$ cat src/rtl/lsm_pkg.sv
package lsm_pkg;

    typedef enum logic [1:0] {
        SEQ_IDLE  = 2'd0,
        SEQ_ISSUE = 2'd1,
        SEQ_WAIT  = 2'd2
    } seq_state_e;

    typedef struct packed {
        seq_state_e state;
        logic       store;
        logic       done;
        logic       aerr;
    } seq_regs_t;

endpackage

$ cat src/rtl/lsm_cursor.sv
module lsm_cursor #(
    parameter int IDX_W    = 5,
    parameter int ADDR_W   = 32,
    parameter int STEP     = 4,
    parameter int LAST_IDX = 31
) (
    input  logic              clk,
    input  logic              rst_n,
    input  logic              load,
    input  logic              advance,
    input  logic [IDX_W-1:0]  idx_init,
    input  logic [ADDR_W-1:0] addr_init,
    output logic [IDX_W-1:0]  idx,
    output logic [ADDR_W-1:0] addr,
    output logic              is_last
);

    typedef struct packed {
        logic [IDX_W-1:0]  idx;
        logic [ADDR_W-1:0] addr;
    } cursor_t;

    cursor_t cur_d, cur_q;

    always_comb begin
        cur_d = cur_q;
        if (load) begin
            cur_d.idx  = idx_init;
            cur_d.addr = addr_init;
        end else if (advance) begin
            cur_d.idx  = cur_q.idx + IDX_W'(1);
            cur_d.addr = cur_q.addr + ADDR_W'(STEP);
        end
    end

    always_ff @(posedge clk or negedge rst_n) begin
        if (!rst_n) begin
            cur_q <= '0;
        end else begin
            cur_q <= cur_d;
        end
    end

    assign idx     = cur_q.idx;
    assign addr    = cur_q.addr;
    assign is_last = (cur_q.idx == IDX_W'(LAST_IDX));

    // each step moves the address by one word
    a_r2_addr_step: assert property (@(posedge clk) disable iff (!rst_n)
        advance |=> addr == $past(addr) + ADDR_W'(STEP));

    // register index climbs by one per step
    a_r1_idx_step: assert property (@(posedge clk) disable iff (!rst_n)
        advance |=> idx == $past(idx) + IDX_W'(1));

    // no movement without a step or a reload
    a_r5_cursor_hold: assert property (@(posedge clk) disable iff (!rst_n)
        (!load && !advance) |=> ($stable(idx) && $stable(addr)));

endmodule

$ cat src/rtl/lsm_ctrl.sv
module lsm_ctrl
    import lsm_pkg::*;
(
    input  logic clk,
    input  logic rst_n,
    input  logic start_vld,
    input  logic start_store,
    input  logic start_misaligned,
    input  logic mem_rdy,
    input  logic mem_rvld,
    input  logic is_last,
    output logic busy,
    output logic done,
    output logic align_err,
    output logic mem_req,
    output logic mem_we,
    output logic rf_wr_en,
    output logic cur_load,
    output logic cur_advance
);

    seq_regs_t seq_d, seq_q;

    always_comb begin
        seq_d       = seq_q;
        seq_d.done  = 1'b0;
        seq_d.aerr  = 1'b0;
        cur_load    = 1'b0;
        cur_advance = 1'b0;
        mem_req     = 1'b0;
        rf_wr_en    = 1'b0;
        unique case (seq_q.state)
            SEQ_IDLE: begin
                if (start_vld) begin
                    if (start_misaligned) begin
                        seq_d.aerr = 1'b1;
                    end else begin
                        seq_d.state = SEQ_ISSUE;
                        seq_d.store = start_store;
                        cur_load    = 1'b1;
                    end
                end
            end
            SEQ_ISSUE: begin
                mem_req = 1'b1;
                if (mem_rdy) begin
                    if (seq_q.store) begin
                        if (is_last) begin
                            seq_d.state = SEQ_IDLE;
                            seq_d.done  = 1'b1;
                        end else begin
                            cur_advance = 1'b1;
                        end
                    end else begin
                        seq_d.state = SEQ_WAIT;
                    end
                end
            end
            SEQ_WAIT: begin
                if (mem_rvld) begin
                    rf_wr_en = 1'b1;
                    if (is_last) begin
                        seq_d.state = SEQ_IDLE;
                        seq_d.done  = 1'b1;
                    end else begin
                        seq_d.state = SEQ_ISSUE;
                        cur_advance = 1'b1;
                    end
                end
            end
            default: begin
                seq_d.state = SEQ_IDLE;
            end
        endcase
    end

    always_ff @(posedge clk or negedge rst_n) begin
        if (!rst_n) begin
            seq_q <= '{state: SEQ_IDLE, store: 1'b0, done: 1'b0, aerr: 1'b0};
        end else begin
            seq_q <= seq_d;
        end
    end

    assign busy      = (seq_q.state != SEQ_IDLE);
    assign done      = seq_q.done;
    assign align_err = seq_q.aerr;
    assign mem_we    = mem_req & seq_q.store;

    // a misaligned command from idle yields an error and stays idle
    a_r8_misaligned: assert property (@(posedge clk) disable iff (!rst_n)
        (start_vld && !busy && start_misaligned) |=> (align_err && !busy));

    // commands during a transfer never raise the error
    a_r7_ignore_busy: assert property (@(posedge clk) disable iff (!rst_n)
        (busy && start_vld) |=> !align_err);

    // completion is a single-cycle pulse seen while idle
    a_r6_done_single: assert property (@(posedge clk) disable iff (!rst_n)
        done |=> !done);
    a_r6_done_idle: assert property (@(posedge clk) disable iff (!rst_n)
        done |-> !mem_req);

endmodule

$ cat src/rtl/lsm_seq.sv
module lsm_seq #(
    parameter int NUM_REGS = 32,
    parameter int REG_W    = 64,
    parameter int WORD_W   = 32,
    parameter int ADDR_W   = 32
) (
    input  logic                        clk,
    input  logic                        rst_n,
    input  logic                        start_vld,
    input  logic                        start_store,
    input  logic [$clog2(NUM_REGS)-1:0] start_reg,
    input  logic [ADDR_W-1:0]           start_addr,
    output logic                        busy,
    output logic                        done,
    output logic                        align_err,
    output logic                        mem_req,
    output logic                        mem_we,
    output logic [ADDR_W-1:0]           mem_addr,
    output logic [WORD_W-1:0]           mem_wdata,
    input  logic                        mem_rdy,
    input  logic                        mem_rvld,
    input  logic [WORD_W-1:0]           mem_rdata,
    output logic [$clog2(NUM_REGS)-1:0] rf_rd_idx,
    input  logic [REG_W-1:0]            rf_rd_data,
    output logic                        rf_wr_en,
    output logic [$clog2(NUM_REGS)-1:0] rf_wr_idx,
    output logic [REG_W-1:0]            rf_wr_data
);

    localparam int IDX_W      = $clog2(NUM_REGS);
    localparam int WORD_BYTES = WORD_W / 8;
    localparam int ALIGN_BITS = $clog2(WORD_BYTES);
    localparam int PAD_W      = REG_W - WORD_W;

    logic              misaligned;
    logic              cur_load;
    logic              cur_advance;
    logic              is_last;
    logic [IDX_W-1:0]  cur_idx;
    logic [ADDR_W-1:0] cur_addr;
    logic              unused_rd_hi;

    assign misaligned = |start_addr[ALIGN_BITS-1:0];

    lsm_ctrl u_ctrl (
        .clk              (clk),
        .rst_n            (rst_n),
        .start_vld        (start_vld),
        .start_store      (start_store),
        .start_misaligned (misaligned),
        .mem_rdy          (mem_rdy),
        .mem_rvld         (mem_rvld),
        .is_last          (is_last),
        .busy             (busy),
        .done             (done),
        .align_err        (align_err),
        .mem_req          (mem_req),
        .mem_we           (mem_we),
        .rf_wr_en         (rf_wr_en),
        .cur_load         (cur_load),
        .cur_advance      (cur_advance)
    );

    lsm_cursor #(
        .IDX_W    (IDX_W),
        .ADDR_W   (ADDR_W),
        .STEP     (WORD_BYTES),
        .LAST_IDX (NUM_REGS - 1)
    ) u_cursor (
        .clk       (clk),
        .rst_n     (rst_n),
        .load      (cur_load),
        .advance   (cur_advance),
        .idx_init  (start_reg),
        .addr_init (start_addr),
        .idx       (cur_idx),
        .addr      (cur_addr),
        .is_last   (is_last)
    );

    assign mem_addr     = cur_addr;
    assign rf_rd_idx    = cur_idx;
    assign mem_wdata    = rf_rd_data[WORD_W-1:0];
    assign rf_wr_idx    = cur_idx;
    assign rf_wr_data   = {{PAD_W{1'b0}}, mem_rdata};
    assign unused_rd_hi = ^rf_rd_data[REG_W-1:WORD_W];

    // issued addresses are word aligned
    a_r2_aligned: assert property (@(posedge clk) disable iff (!rst_n)
        mem_req |-> (mem_addr[ALIGN_BITS-1:0] == '0));

    // a refused request is held unchanged
    a_r5_req_hold: assert property (@(posedge clk) disable iff (!rst_n)
        (mem_req && !mem_rdy) |=> (mem_req && $stable(mem_addr) && $stable(mem_we)));

    // register writes only follow returned read data
    a_r3_write_on_valid: assert property (@(posedge clk) disable iff (!rst_n)
        rf_wr_en |-> (mem_rvld && busy && !mem_req));

    // requests only while a command runs
    a_r9_req_busy: assert property (@(posedge clk) disable iff (!rst_n)
        mem_req |-> busy);

endmodule

$ cat config.mk
export PLATFORM = sky130hd
export DESIGN_NAME = lsm_seq
export DESIGN_NICKNAME = d
export VERILOG_FILES = /design/src/rtl/lsm_pkg.sv /design/src/rtl/lsm_cursor.sv /design/src/rtl/lsm_ctrl.sv /design/src/rtl/lsm_seq.sv
export SDC_FILE = /design/constraint.sdc
export NUM_CORES = 1
export LEC_CHECK = 0
export ABC_AREA = 1
export ABC_CLOCK_PERIOD_IN_PS = 1970
export BUFFER_PORTS_ARGS = -buffer_cell sky130_fd_sc_hd__buf_4
export CAP_MARGIN = 20
export CORE_AREA = 5 5 108 110
export DETAILED_ROUTE_END_ITERATION = 12
export DIE_AREA = 0 0 113 115
export PLACE_DENSITY = 0.7
export SYNTH_ARGS = -nofsm -noshare
export SYNTH_HDL_FRONTEND = slang
export SYNTH_SLANG_ARGS = --single-unit
$ cat constraint.sdc
create_clock -name clk -period 1.97 [get_ports clk]
set_input_delay 0.394 -clock clk [delete_from_list [all_inputs] [get_ports clk]]
set_output_delay 0.394 -clock clk [all_outputs]
set_load 0.1 [all_outputs]
==> reports/qor.tcl, run 1 <==
set qor(outcome) {finished, final reports clean}
set qor(path_class) {reg2reg}
set qor(timing.slew.headroom_pct) 60.6
set qor(drv_cap) 0
set qor(synth_edf_count) 0
set qor(worst-path-max-fanout) 10
set qor(grt_first_pass_wirelength_mm) 15.7
set qor(initial_antenna_violation_count) 0
set qor(setup_viol) 0
set qor(met3_track_demand_over_resource_pct) 3.32
set qor(dp_worst_setup_slack_ns) -0.166
set qor(nets) 743
set qor(global_route.peak_usage_layer) {met2}
set qor(reg2reg_from) {u_ctrl.seq_q[4]$_DFFE_PN0P_}
set qor(final_hold_violation_count) 0
set qor(grt_pass1_vias) 3261
set qor(postSynthCellCount) 565
set qor(cts_max_path_buffers) 2
set qor(routabilityCongestion) 0.900
set qor(htree_num_levels) 2
set qor(fmax_ghz) 0.509
set qor(grt.overflow.total) 0
set qor(cp-endpoint) {u_cursor.addr[14]$_DFFE_PN0P_}
set qor(yosys_reg_bits) 42
set qor(root_buffer) {clkbuf_8}
set qor(drt-total-wl_mm) 9.98
set qor(synth.yosys.seq_area_share_pct) 28.2
set qor(firstDrtPassIters) 5
set qor(worst-endpoint-arrival_ns) 2.17
set qor(drive_gt1_share_pct) 24.8
set qor(floorplan.die.height_um) 115
set qor(number_of_diodes) 0
set qor(crit_required_ns) 2.17
set qor(avg_wl_per_cell_um) 13.5
set qor(place_hpwl_mm) 7.50
set qor(ys_top_cells_by_area) {dfrtp_1 (28%), buf_4 (21%), nand2_1 (17%), nor2_1 (9.1%), nand3_1 (4.3%)}
set qor(synth_top_area_cell) {dfrtp_1}
set qor(setup.reg_to_reg.worst_slack_ns) 0.005
set qor(grt_max_degree) 43
set qor(synthDominantCellAreaShare_pct) 28.2
set qor(worstMarginPinSlew_ns) 0.591
set qor(critPathLaunchType) {flop}
set qor(port-buffer-count) 90
set qor(dr_total_vias) 3376
set qor(ys.flop_type) {dfrtp_1}
set qor(dp_cells) 721
set qor(min_path_type) {in2async}
set qor(cts_buffers) 5
set qor(crit_path_end_kind) {flop}
set qor(start_util_pct) 35.1
set qor(layout.cell_area.non_filler_um2) 4210
set qor(finish.cell_count_without_fillers) 737
set qor(clkTransAtPathRegs_ns) 0.09
set qor(reg2regPathDepth) 10
set qor(placement.cell_area_um2) 4030
set qor(die_area_um2) 13000
set qor(yosys_warnings) 0
set qor(fp-row-count) 38
set qor(finalWorstSetupSlack_ns) 0.00522
set qor(fp.dieW_um) 113
set qor(clock_skew_after_layout_ns) 0.00791
set qor(crit_start) {u_ctrl.seq_q[4]$_DFFE_PN0P_}
set qor(p_leak_nw) 2.10
set qor(layout_min_cycle_time_ns) 1.96
set qor(reg2reg_to) {u_cursor.addr[14]$_DFFE_PN0P_}
set qor(io_pins) 283
set qor(route.detailed.vias_per_inst) 4.58
set qor(globalRouteMet1Util_pct) 17.9
set qor(synth-async-reset-ratio_pct) 100
set qor(grt_setup_unrepaired) {true}
set qor(tritoncts) {done}
set qor(finalMaxSlewViolations) 0
set qor(grtUsageMet2_pct) 26.1
set qor(area_growth_syn_to_layout_pct) 13.1
set qor(fp.coreArea_um2) 10600
set qor(synth.cell_area_um2) 3720
set qor(fin_crit_sh_pct) 99.7
set qor(synth.distinct_cells) 32
set qor(globalRouteTotalUtil_pct) 14.6
set qor(drt_first_iter_violations) 268
set qor(cts.sinks) 42
set qor(drc_errors) 0
set qor(post_synth.cell_area_avg_um2) 6.59
set qor(pwrdens_nw_per_um2) 1810
set qor(drt.antenna.violating_nets) 0
set qor(clock_latency_ns) 0.31
set qor(peak_vdd_ir_v) 0.000958
-- worst min-delay path by stage --
stage                             endpoint  cells after the start  startpoint
6_report        u_ctrl.align_err$_DFF_PN0_                      1       rst_n
5_1_grt        u_cursor.idx[0]$_DFFE_PN0P_                      1       rst_n
4_1_cts        u_cursor.idx[0]$_DFFE_PN0P_                      1       rst_n
3_5_place_dp    u_ctrl.align_err$_DFF_PN0_                      1       rst_n
3_3_place_gp    u_ctrl.align_err$_DFF_PN0_                      1       rst_n
2_1_floorplan   u_ctrl.align_err$_DFF_PN0_                      0       rst_n
-- what timing repair did --
action / in CTS / in global routing
cloned: 0 / 1
hold buffers: 0 / 0
buffers inserted: 0 / 7
resized for setup: 2 / 6
setup endpoints to repair: 11 / 32
pin swaps: 0 / 2
-- synthesized netlist by cell type, types with 4 or more instances --
cell and count:
a21oi_1 11, a31oi_1 4, buf_2 7, buf_4 103, buf_6 4, dfrtp_1 42
ha_1 8, inv_1 42, nand2_1 164, nand3_1 32, nand4_1 5, nor2_1 90
o21ai_0 14, o21ai_1 10, xnor2_1 4
-- where the power goes --
part / switching (W) / internal [W]
Clock: 0.000341 / 0.000250
Combinational: 0.00414 / 0.00121
Sequential: 0.000457 / 0.00121
-- registers in the layout, summed over array words and instances (netlist names) --
| register | flops |
|---|---|
| u_ctrl.seq_q | 3 |
| u_cursor.idx | 5 |
| u_ctrl.done | 1 |
| u_ctrl.align_err | 1 |
| u_cursor.addr | 32 |
-- cell usage in the layout (no fill, tap or decap), types with 3 or more instances in the layout --
cell type / n
nand2_1: 162
a31oi_1: 4
dfrtp_2: 8
dfrtp_1: 32
nand3_1: 32
buf_12: 4
conb_1: 32
inv_1: 38
o21ai_0: 13
nand4_1: 5
clkbuf_8: 5
nor2_1: 88
clkinv_4: 3
buf_4: 104
xnor2_1: 4
clkinvlp_4: 3
nor2_2: 3
o21ai_1: 11
ha_1: 4
a21oi_1: 11
-- cell type report --
class                           count  area, um2
Clock inverter                      3       21.3
Fill cell                        1104       6390
Clock buffer                        5       68.8
Sequential cell                    42       1070
Timing Repair Buffer              109        886
Tap cell                          140        175
Multi-Input combinational cell    394       1810
Inverter                           44        183
-- kinds of logic (layout without fill, tap and decap cells) --
logic type	Yosys count	after routing	share of synthesized area (%)
other cells	1	32	0.101
simple gates	300	300	32.7
flops	42	42	28.2
fa+ha+maj	8	8	2.69
compound gates	48	48	7.36
xor+xnor	6	6	1.41
buf+inv	160	161	27.5
-- stage by stage --
stage	total power [W]	hold slack [ns]	utilization, %	setup TNS (ns)
2_1_floorplan	0.00653	0.0984	-	-0.537
3_3_place_gp	0.00689	0.431	38.0	-0.664
3_5_place_dp	0.00697	0.434	38.0	-1.40
4_1_cts	0.00758	0.0990	38.9	0
5_1_grt	0.00804	0.133	39.7	-0.253
6_report	0.00761	0.0804	39.7	0
-- critical path, cell delays in order, from the launching register on --
cell and delay (ns):
dfrtp_1 0.40, inv_2 0.08, ha_2 0.21, nand2_1 0.11, nor3_4 0.30, buf_4 0.18, nor2_4 0.06, buf_4 0.16
clkbuf_16 0.16, a21oi_1 0.13, a21oi_1 0.08
-- layer usage --
metal	up-vias	wire (um)
met1	1537	4230
met2	129	4910
met5	-	0
li1	1688	-
met3	22	708
met4	0	130
(Power assumes the default switching activity.)
==> run 2: changes to the inputs <==
--- a/config.mk
+++ b/config.mk
@@ -9,10 +9,12 @@
 export ABC_CLOCK_PERIOD_IN_PS = 1970
 export BUFFER_PORTS_ARGS = -buffer_cell sky130_fd_sc_hd__buf_4
 export CAP_MARGIN = 20
-export CORE_AREA = 5 5 108 110
+export CELL_PAD_IN_SITES_DETAIL_PLACEMENT = 1
+export CELL_PAD_IN_SITES_GLOBAL_PLACEMENT = 2
+export CORE_MARGIN = 5
+export CORE_UTILIZATION = 19
 export DETAILED_ROUTE_END_ITERATION = 12
-export DIE_AREA = 0 0 113 115
-export PLACE_DENSITY = 0.7
+export PLACE_DENSITY = 0.79
 export SYNTH_ARGS = -nofsm -noshare
 export SYNTH_HDL_FRONTEND = slang
 export SYNTH_SLANG_ARGS = --single-unit
==> constraint.sdc (replaced) <==
create_clock -name clk -period 1.97 [get_ports clk]
set_input_delay 0 -clock clk [delete_from_list [all_inputs] [get_ports clk]]
set_output_delay 0 -clock clk [all_outputs]
set_load 0.1 [all_outputs]
==> reports/qor.tcl, run 2 (synthesis gave the netlist of run 1 again) <==
set qor(globalRouteTotalUtil_pct) 10.6
set qor(cts.sinks) 42
set qor(peak_vdd_ir_v) 0.000524
set qor(path_class) {reg2reg}
set qor(drt-total-wl_mm) 11.9
set qor(critPathLaunchType) {flop}
set qor(grt_setup_unrepaired) {true}
set qor(grt_pass1_vias) 3460
set qor(finalMaxSlewViolations) 0
set qor(root_buffer) {clkbuf_16}
set qor(layout_min_cycle_time_ns) 1.85
set qor(worst_path_dominant_cell_family) {flip-flops}
set qor(clock_skew_after_layout_ns) 0.00687
set qor(setup_viol) 0
set qor(tritoncts) {done}
set qor(place_hpwl_mm) 9.24
set qor(final_hold_violation_count) 1
set qor(violations) {hold timing}
set qor(worst-endpoint-arrival_ns) 2.04
set qor(htree_num_levels) 2
set qor(grt_first_pass_wirelength_mm) 18.9
set qor(number_of_diodes) 0
set qor(worst_path_slowest_cell) {dfrtp_4}
set qor(start_util_pct) 19.2
set qor(largest_register_ffs) 32
set qor(firstDrtPassIters) 4
set qor(fp.coreArea_um2) 19400
set qor(crit_path_end_kind) {flop}
set qor(fp-row-count) 51
set qor(p_leak_nw) 2.15
set qor(initial_antenna_violation_count) 0
set qor(crit_required_ns) 2.16
set qor(clkTransAtPathRegs_ns) 0.07
set qor(worstMarginPinSlew_ns) 0.618
set qor(timing.hold.worst_path_depth) 3
set qor(min_path_type) {in2reg}
set qor(holdWs_ns) -0.00439
set qor(die_area_um2) 22500
set qor(crit_path_cell_trace) {ha_4 > nand2_2 > nor2_2 > ha_2 > inv_2 > nand2_2 > a21oi_4 > nor2_4 > buf_12 > a21oi_2 > nand2_1 > nand2_1 > inv_1}
set qor(reg2reg_to) {u_cursor.addr[16]$_DFFE_PN0P_}
set qor(grt_max_degree) 43
set qor(hold-path-endpoint) {u_ctrl.align_err$_DFF_PN0_}
set qor(nets) 749
set qor(pwrdens_nw_per_um2) 1770
set qor(area_growth_syn_to_layout_pct) 19.9
set qor(clock_latency_ns) 0.29
set qor(drt_first_iter_violations) 134
set qor(fp.dieW_um) 150
set qor(crit_buf_inv) 3
set qor(routabilityCongestion) 0.781
set qor(route.detailed.vias_per_inst) 3.90
set qor(most_frequent_standard_cell_in_the_layout_excluding_fill_and_tap_cells) {nand2_1}
set qor(drt.antenna.violating_nets) 0
set qor(reg2regPathDepth) 13
set qor(drv_cap) 0
set qor(setup.reg_to_reg.worst_slack_ns) 0.12
set qor(share_of_the_core_filled_with_cells_pct) 23.0
set qor(fmax_ghz) 0.542
set qor(finish.cell_count_without_fillers) 868
set qor(final_cell_mix) {nand2_1 (161), buf_4 (98), nor2_1 (89)}
set qor(drive_gt1_share_pct) 23.2
set qor(hold_path_startpoint) {start_vld}
set qor(io_pins) 283
set qor(floorplan.die.height_um) 150
set qor(grt.overflow.total) 0
set qor(dr_total_vias) 3382
set qor(worst-path-max-fanout) 31
set qor(fin_crit_sh_pct) 93.7
set qor(outcome) {complete, but fails checks}
set qor(reg2reg_from) {u_cursor.idx[0]$_DFFE_PN0P_}
set qor(drc_errors) 0
set qor(timing.slew.headroom_pct) 58.8
set qor(dp_cells) 844
set qor(cts_max_path_buffers) 2
set qor(cts_buffers) 5
set qor(avg_wl_per_cell_um) 13.7
set qor(critPathMaxStageDelay_ns) 0.51
set qor(port-buffer-count) 90
[run 2: cell types whose count changed in the layout (fill, tap and decap cells not counted), moves of 2 or more]
cell           before  now
clkinv_4            3    1
clkbuf_16           1    5
buf_12              4    2
buf_4             104   98
dlygate4sd3_1       0   13
clkbuf_8            5    1
clkinvlp_4          3    1
[run 2: where the power goes]
| part | internal [W] | switching (W) | total (W) | leakage (nW) |
|---|---|---|---|---|
| sequential | 0.00121 | 0.000498 | 0.00171 | 0.502 |
| clock | 0.000504 | 0.000369 | 0.000873 | 0.0739 |
| combinational | 0.00116 | 0.00416 | 0.00532 | 1.57 |
| total | 0.00287 | 0.00503 | 0.00790 | 2.15 |
[run 2: how the worst max path moves through the flow]
stage                                     start                       endpoint  cells after the start
floorplan           u_cursor.idx[0]$_DFFE_PN0P_   u_cursor.addr[5]$_DFFE_PN0P_                     12
global placement    u_cursor.idx[1]$_DFFE_PN0P_   u_cursor.addr[6]$_DFFE_PN0P_                     11
detailed placement  u_cursor.idx[0]$_DFFE_PN0P_   u_cursor.addr[6]$_DFFE_PN0P_                     11
CTS                 u_cursor.idx[0]$_DFFE_PN0P_  u_cursor.addr[12]$_DFFE_PN0P_                     12
global route        u_cursor.idx[0]$_DFFE_PN0P_  u_cursor.addr[12]$_DFFE_PN0P_                     12
finish              u_cursor.idx[0]$_DFFE_PN0P_  u_cursor.addr[16]$_DFFE_PN0P_                     13
[run 2: area by class of cell]
type                       instances  area (um2)
fill                            2455       14900
clock inverter                     1        5.00
sequential                        42        1070
clock buffer                       7         143
multi-input combinational        394        1810
inverter                          44         174
timing repair buffer             115         932
tap                              265         332
[run 2: worst register-to-register path, delay by kind of cell, from the launching register on]
kind / cells / cell delay (ns)
compound gates: 2 / 0.26
fa+ha+maj: 2 / 0.35
buf+inv: 3 / 0.26
flops: 1 / 0.51
simple gates: 6 / 0.36
[run 2: through the flow]
stage	power, W	hold WS (ns)	worst slack, ns	instance area (um2)	setup TNS, ns
floorplan	0.00653	-0.296	-0.0544	3910	-0.537
finish	0.00790	-0.00439	0.125	4470	0
global route	0.00839	0.000143	-0.00777	4470	-0.00777
detailed placement	0.00704	0.000681	-0.0136	4140	-0.0249
global placement	0.00700	0.000681	0.0569	4140	0
CTS	0.00798	0.000681	0.0276	4420	0
[run 2: per-layer routing]
layer	wire length [um]	vias up	GRT usage, %
li1	-	1698	-
met1	5320	1572	13.9
met2	5570	92	17.2
met3	817	20	2.70
met4	166	0	3.16
met5	0	-	0
[run 2: timing repair]
action / 4_1_cts / 5_1_grt
hold buffers: 13 / 0
resized for setup: 1 / 9
hold endpoints to repair: 53 / 0
pin swaps: 0 / 1
setup buffers: 0 / 3
setup endpoints to repair: 9 / 33
==> run 3: changes to the inputs <==
--- a/config.mk
+++ b/config.mk
@@ -11,7 +11,6 @@
 export CAP_MARGIN = 20
 export CELL_PAD_IN_SITES_DETAIL_PLACEMENT = 1
 export CELL_PAD_IN_SITES_GLOBAL_PLACEMENT = 2
-export CORE_MARGIN = 5
 export CORE_UTILIZATION = 19
 export DETAILED_ROUTE_END_ITERATION = 12
 export PLACE_DENSITY = 0.79
==> reports/qor.tcl, run 3 (synthesis gave the netlist of run 1 again) <==
set qor(outcome) {complete, but fails checks}
set qor(violations) {hold timing}
set qor(place_hpwl_mm) 8.96
set qor(min_path_type) {in2reg}
set qor(worst-endpoint-arrival_ns) 2.05
set qor(firstDrtPassIters) 4
set qor(grtUsageMet2_pct) 18.9
set qor(floorplan.die.height_um) 142
set qor(holdWs_ns) -0.000177
set qor(avg_wl_per_cell_um) 13.2
set qor(clock_skew_after_layout_ns) 0.00698
set qor(crit_required_ns) 2.15
set qor(fmax_ghz) 0.536
set qor(dr_total_vias) 3414
set qor(drt.antenna.violating_nets) 0
set qor(grt.overflow.total) 0
set qor(routabilityCongestion) 0.745
set qor(fp.dieW_um) 142
set qor(path_class) {reg2reg}
set qor(setup.reg_to_reg.worst_slack_ns) 0.11
set qor(peak_vdd_ir_v) 0.000620
set qor(tritoncts) {done}
set qor(cts_buffers) 5
set qor(port-buffer-count) 90
set qor(drive_gt1_share_pct) 23.6
set qor(cts_max_path_buffers) 2
set qor(fp.coreArea_um2) 19000
set qor(worstMarginPinSlew_ns) 0.619
set qor(grt_pass1_vias) 3305
set qor(setup_viol) 0
set qor(grt_setup_unrepaired) {true}
set qor(met3_track_demand_over_resource_pct) 2.56
set qor(final_cell_mix) {nand2_1 (161), buf_4 (103), nor2_1 (89)}
set qor(globalRouteMet1Util_pct) 15.2
set qor(final_hold_violation_count) 1
set qor(nets) 756
set qor(route.detailed.vias_per_inst) 3.92
set qor(global_route.peak_usage_layer) {met2}
set qor(fp-row-count) 50
set qor(clkTransAtPathRegs_ns) 0.07
set qor(drv_cap) 0
set qor(most_frequent_standard_cell_in_the_layout_excluding_fill_and_tap_cells) {nand2_1}
set qor(initial_antenna_violation_count) 0
set qor(drc_errors) 0
set qor(grt_max_degree) 44
set qor(htree_num_levels) 2
set qor(die_area_um2) 20200
set qor(layout_min_cycle_time_ns) 1.86
set qor(pwrdens_nw_per_um2) 1750
set qor(fin_crit_sh_pct) 94.7
set qor(largest_register_ffs) 32
set qor(final.setup.tns_ns) 0
set qor(drt_first_iter_violations) 120
set qor(drt-total-wl_mm) 11.5
set qor(start_util_pct) 19.7
set qor(finalMaxSlewViolations) 0
set qor(number_of_diodes) 0
set qor(p_leak_nw) 2.17
set qor(io_pins) 283
set qor(critPathLaunchType) {flop}
set qor(root_buffer) {clkbuf_16}
set qor(cts.sinks) 42
set qor(globalRouteTotalUtil_pct) 11.6
set qor(grt_first_pass_wirelength_mm) 18.2
set qor(crit_path_end_kind) {flop}
set qor(fillerInstances) 2332
set qor(area_growth_syn_to_layout_pct) 20.9
set qor(timing.slew.headroom_pct) 58.7
set qor(clock_latency_ns) 0.29
set qor(worst-path-max-fanout) 15
==> run 3: cell types whose count changed in the layout (fill, tap and decap cells not counted), sizes merged <==
cell,previous run,this run
clkbuf,7,6
buf,102,106
clkinv,2,3
dlygate4sd3,13,16
==> run 3: per-layer routing <==
metal	wire length, um	vias up
li1	-	1713
met1	5400	1609
met2	5320	82
met3	603	10
met4	130	0
met5	0	-
==> run 3: metrics by stage <==
step	total power [W]	utilization, %	area (um2)	setup slack, ns	cells
after global placement	0.00704	22.0	4160	0.0316	843
after CTS	0.00798	23.5	4460	0.0618	866
after floorplan	0.00653	-	3910	-0.0544	596
after detailed placement	0.00706	22.0	4160	-0.0923	843
final	0.00790	23.7	4500	0.105	870
after global routing	0.00837	23.7	4500	-0.0106	870
==> run 3: path summary, 6_finish.rpt <==
| path | from | to | depth (start not counted) |
|---|---|---|---|
| max in group asynchronous | rst_n | u_cursor.idx[0]$_DFFE_PN0P_ | 2 |
| worst min-delay path | start_addr[4] | u_cursor.addr[4]$_DFFE_PN0P_ | 3 |
| worst min register to register | u_cursor.addr[0]$_DFFE_PN0P_ | u_cursor.addr[0]$_DFFE_PN0P_ | 2 |
| worst max register to register | u_cursor.idx[1]$_DFFE_PN0P_ | u_cursor.addr[8]$_DFFE_PN0P_ | 11 |
| min in group asynchronous | rst_n | u_cursor.addr[25]$_DFFE_PN0P_ | 2 |
| worst max-delay path | u_cursor.idx[1]$_DFFE_PN0P_ | u_cursor.addr[8]$_DFFE_PN0P_ | 11 |
==> run 3: layout make-up <==
cell class	count	area (um2)	share of cell area (%)
Multi-Input combinational cell	394	1810	40.2
Inverter	44	174	3.86
Clock inverter	2	10.0	0.222
Tap cell	260	325	7.23
Sequential cell	42	1070	23.8
Timing Repair Buffer	122	985	21.9
Clock buffer	6	129	2.86
==> run 3: what timing repair did <==
action | in CTS | in global routing
pin swaps | 0 | 2
setup endpoints to repair | 10 | 18
hold endpoints to repair | 55 | 1
setup buffers | 0 | 3
gates resized for setup | 2 | 5
hold buffers | 15 | 1
==> run 3: critical path, cell delays in order, from the launching register on <==
cell	delay, ns
dfrtp_4	0.49
ha_4	0.17
nand2_2	0.07
nor2_2	0.05
ha_2	0.18
inv_2	0.05
nand2_2	0.05
a21oi_4	0.14
buf_4	0.27
nand4_1	0.13
o21ai_0	0.10
nor2_1	0.06
==> run 3: report_power, final <==
part	switching (W)	total, W	internal [W]
Combinational	0.00417	0.00536	0.00119
Sequential	0.000482	0.00169	0.00121
Clock	0.000375	0.000843	0.000467
Total	0.00503	0.00790	0.00287
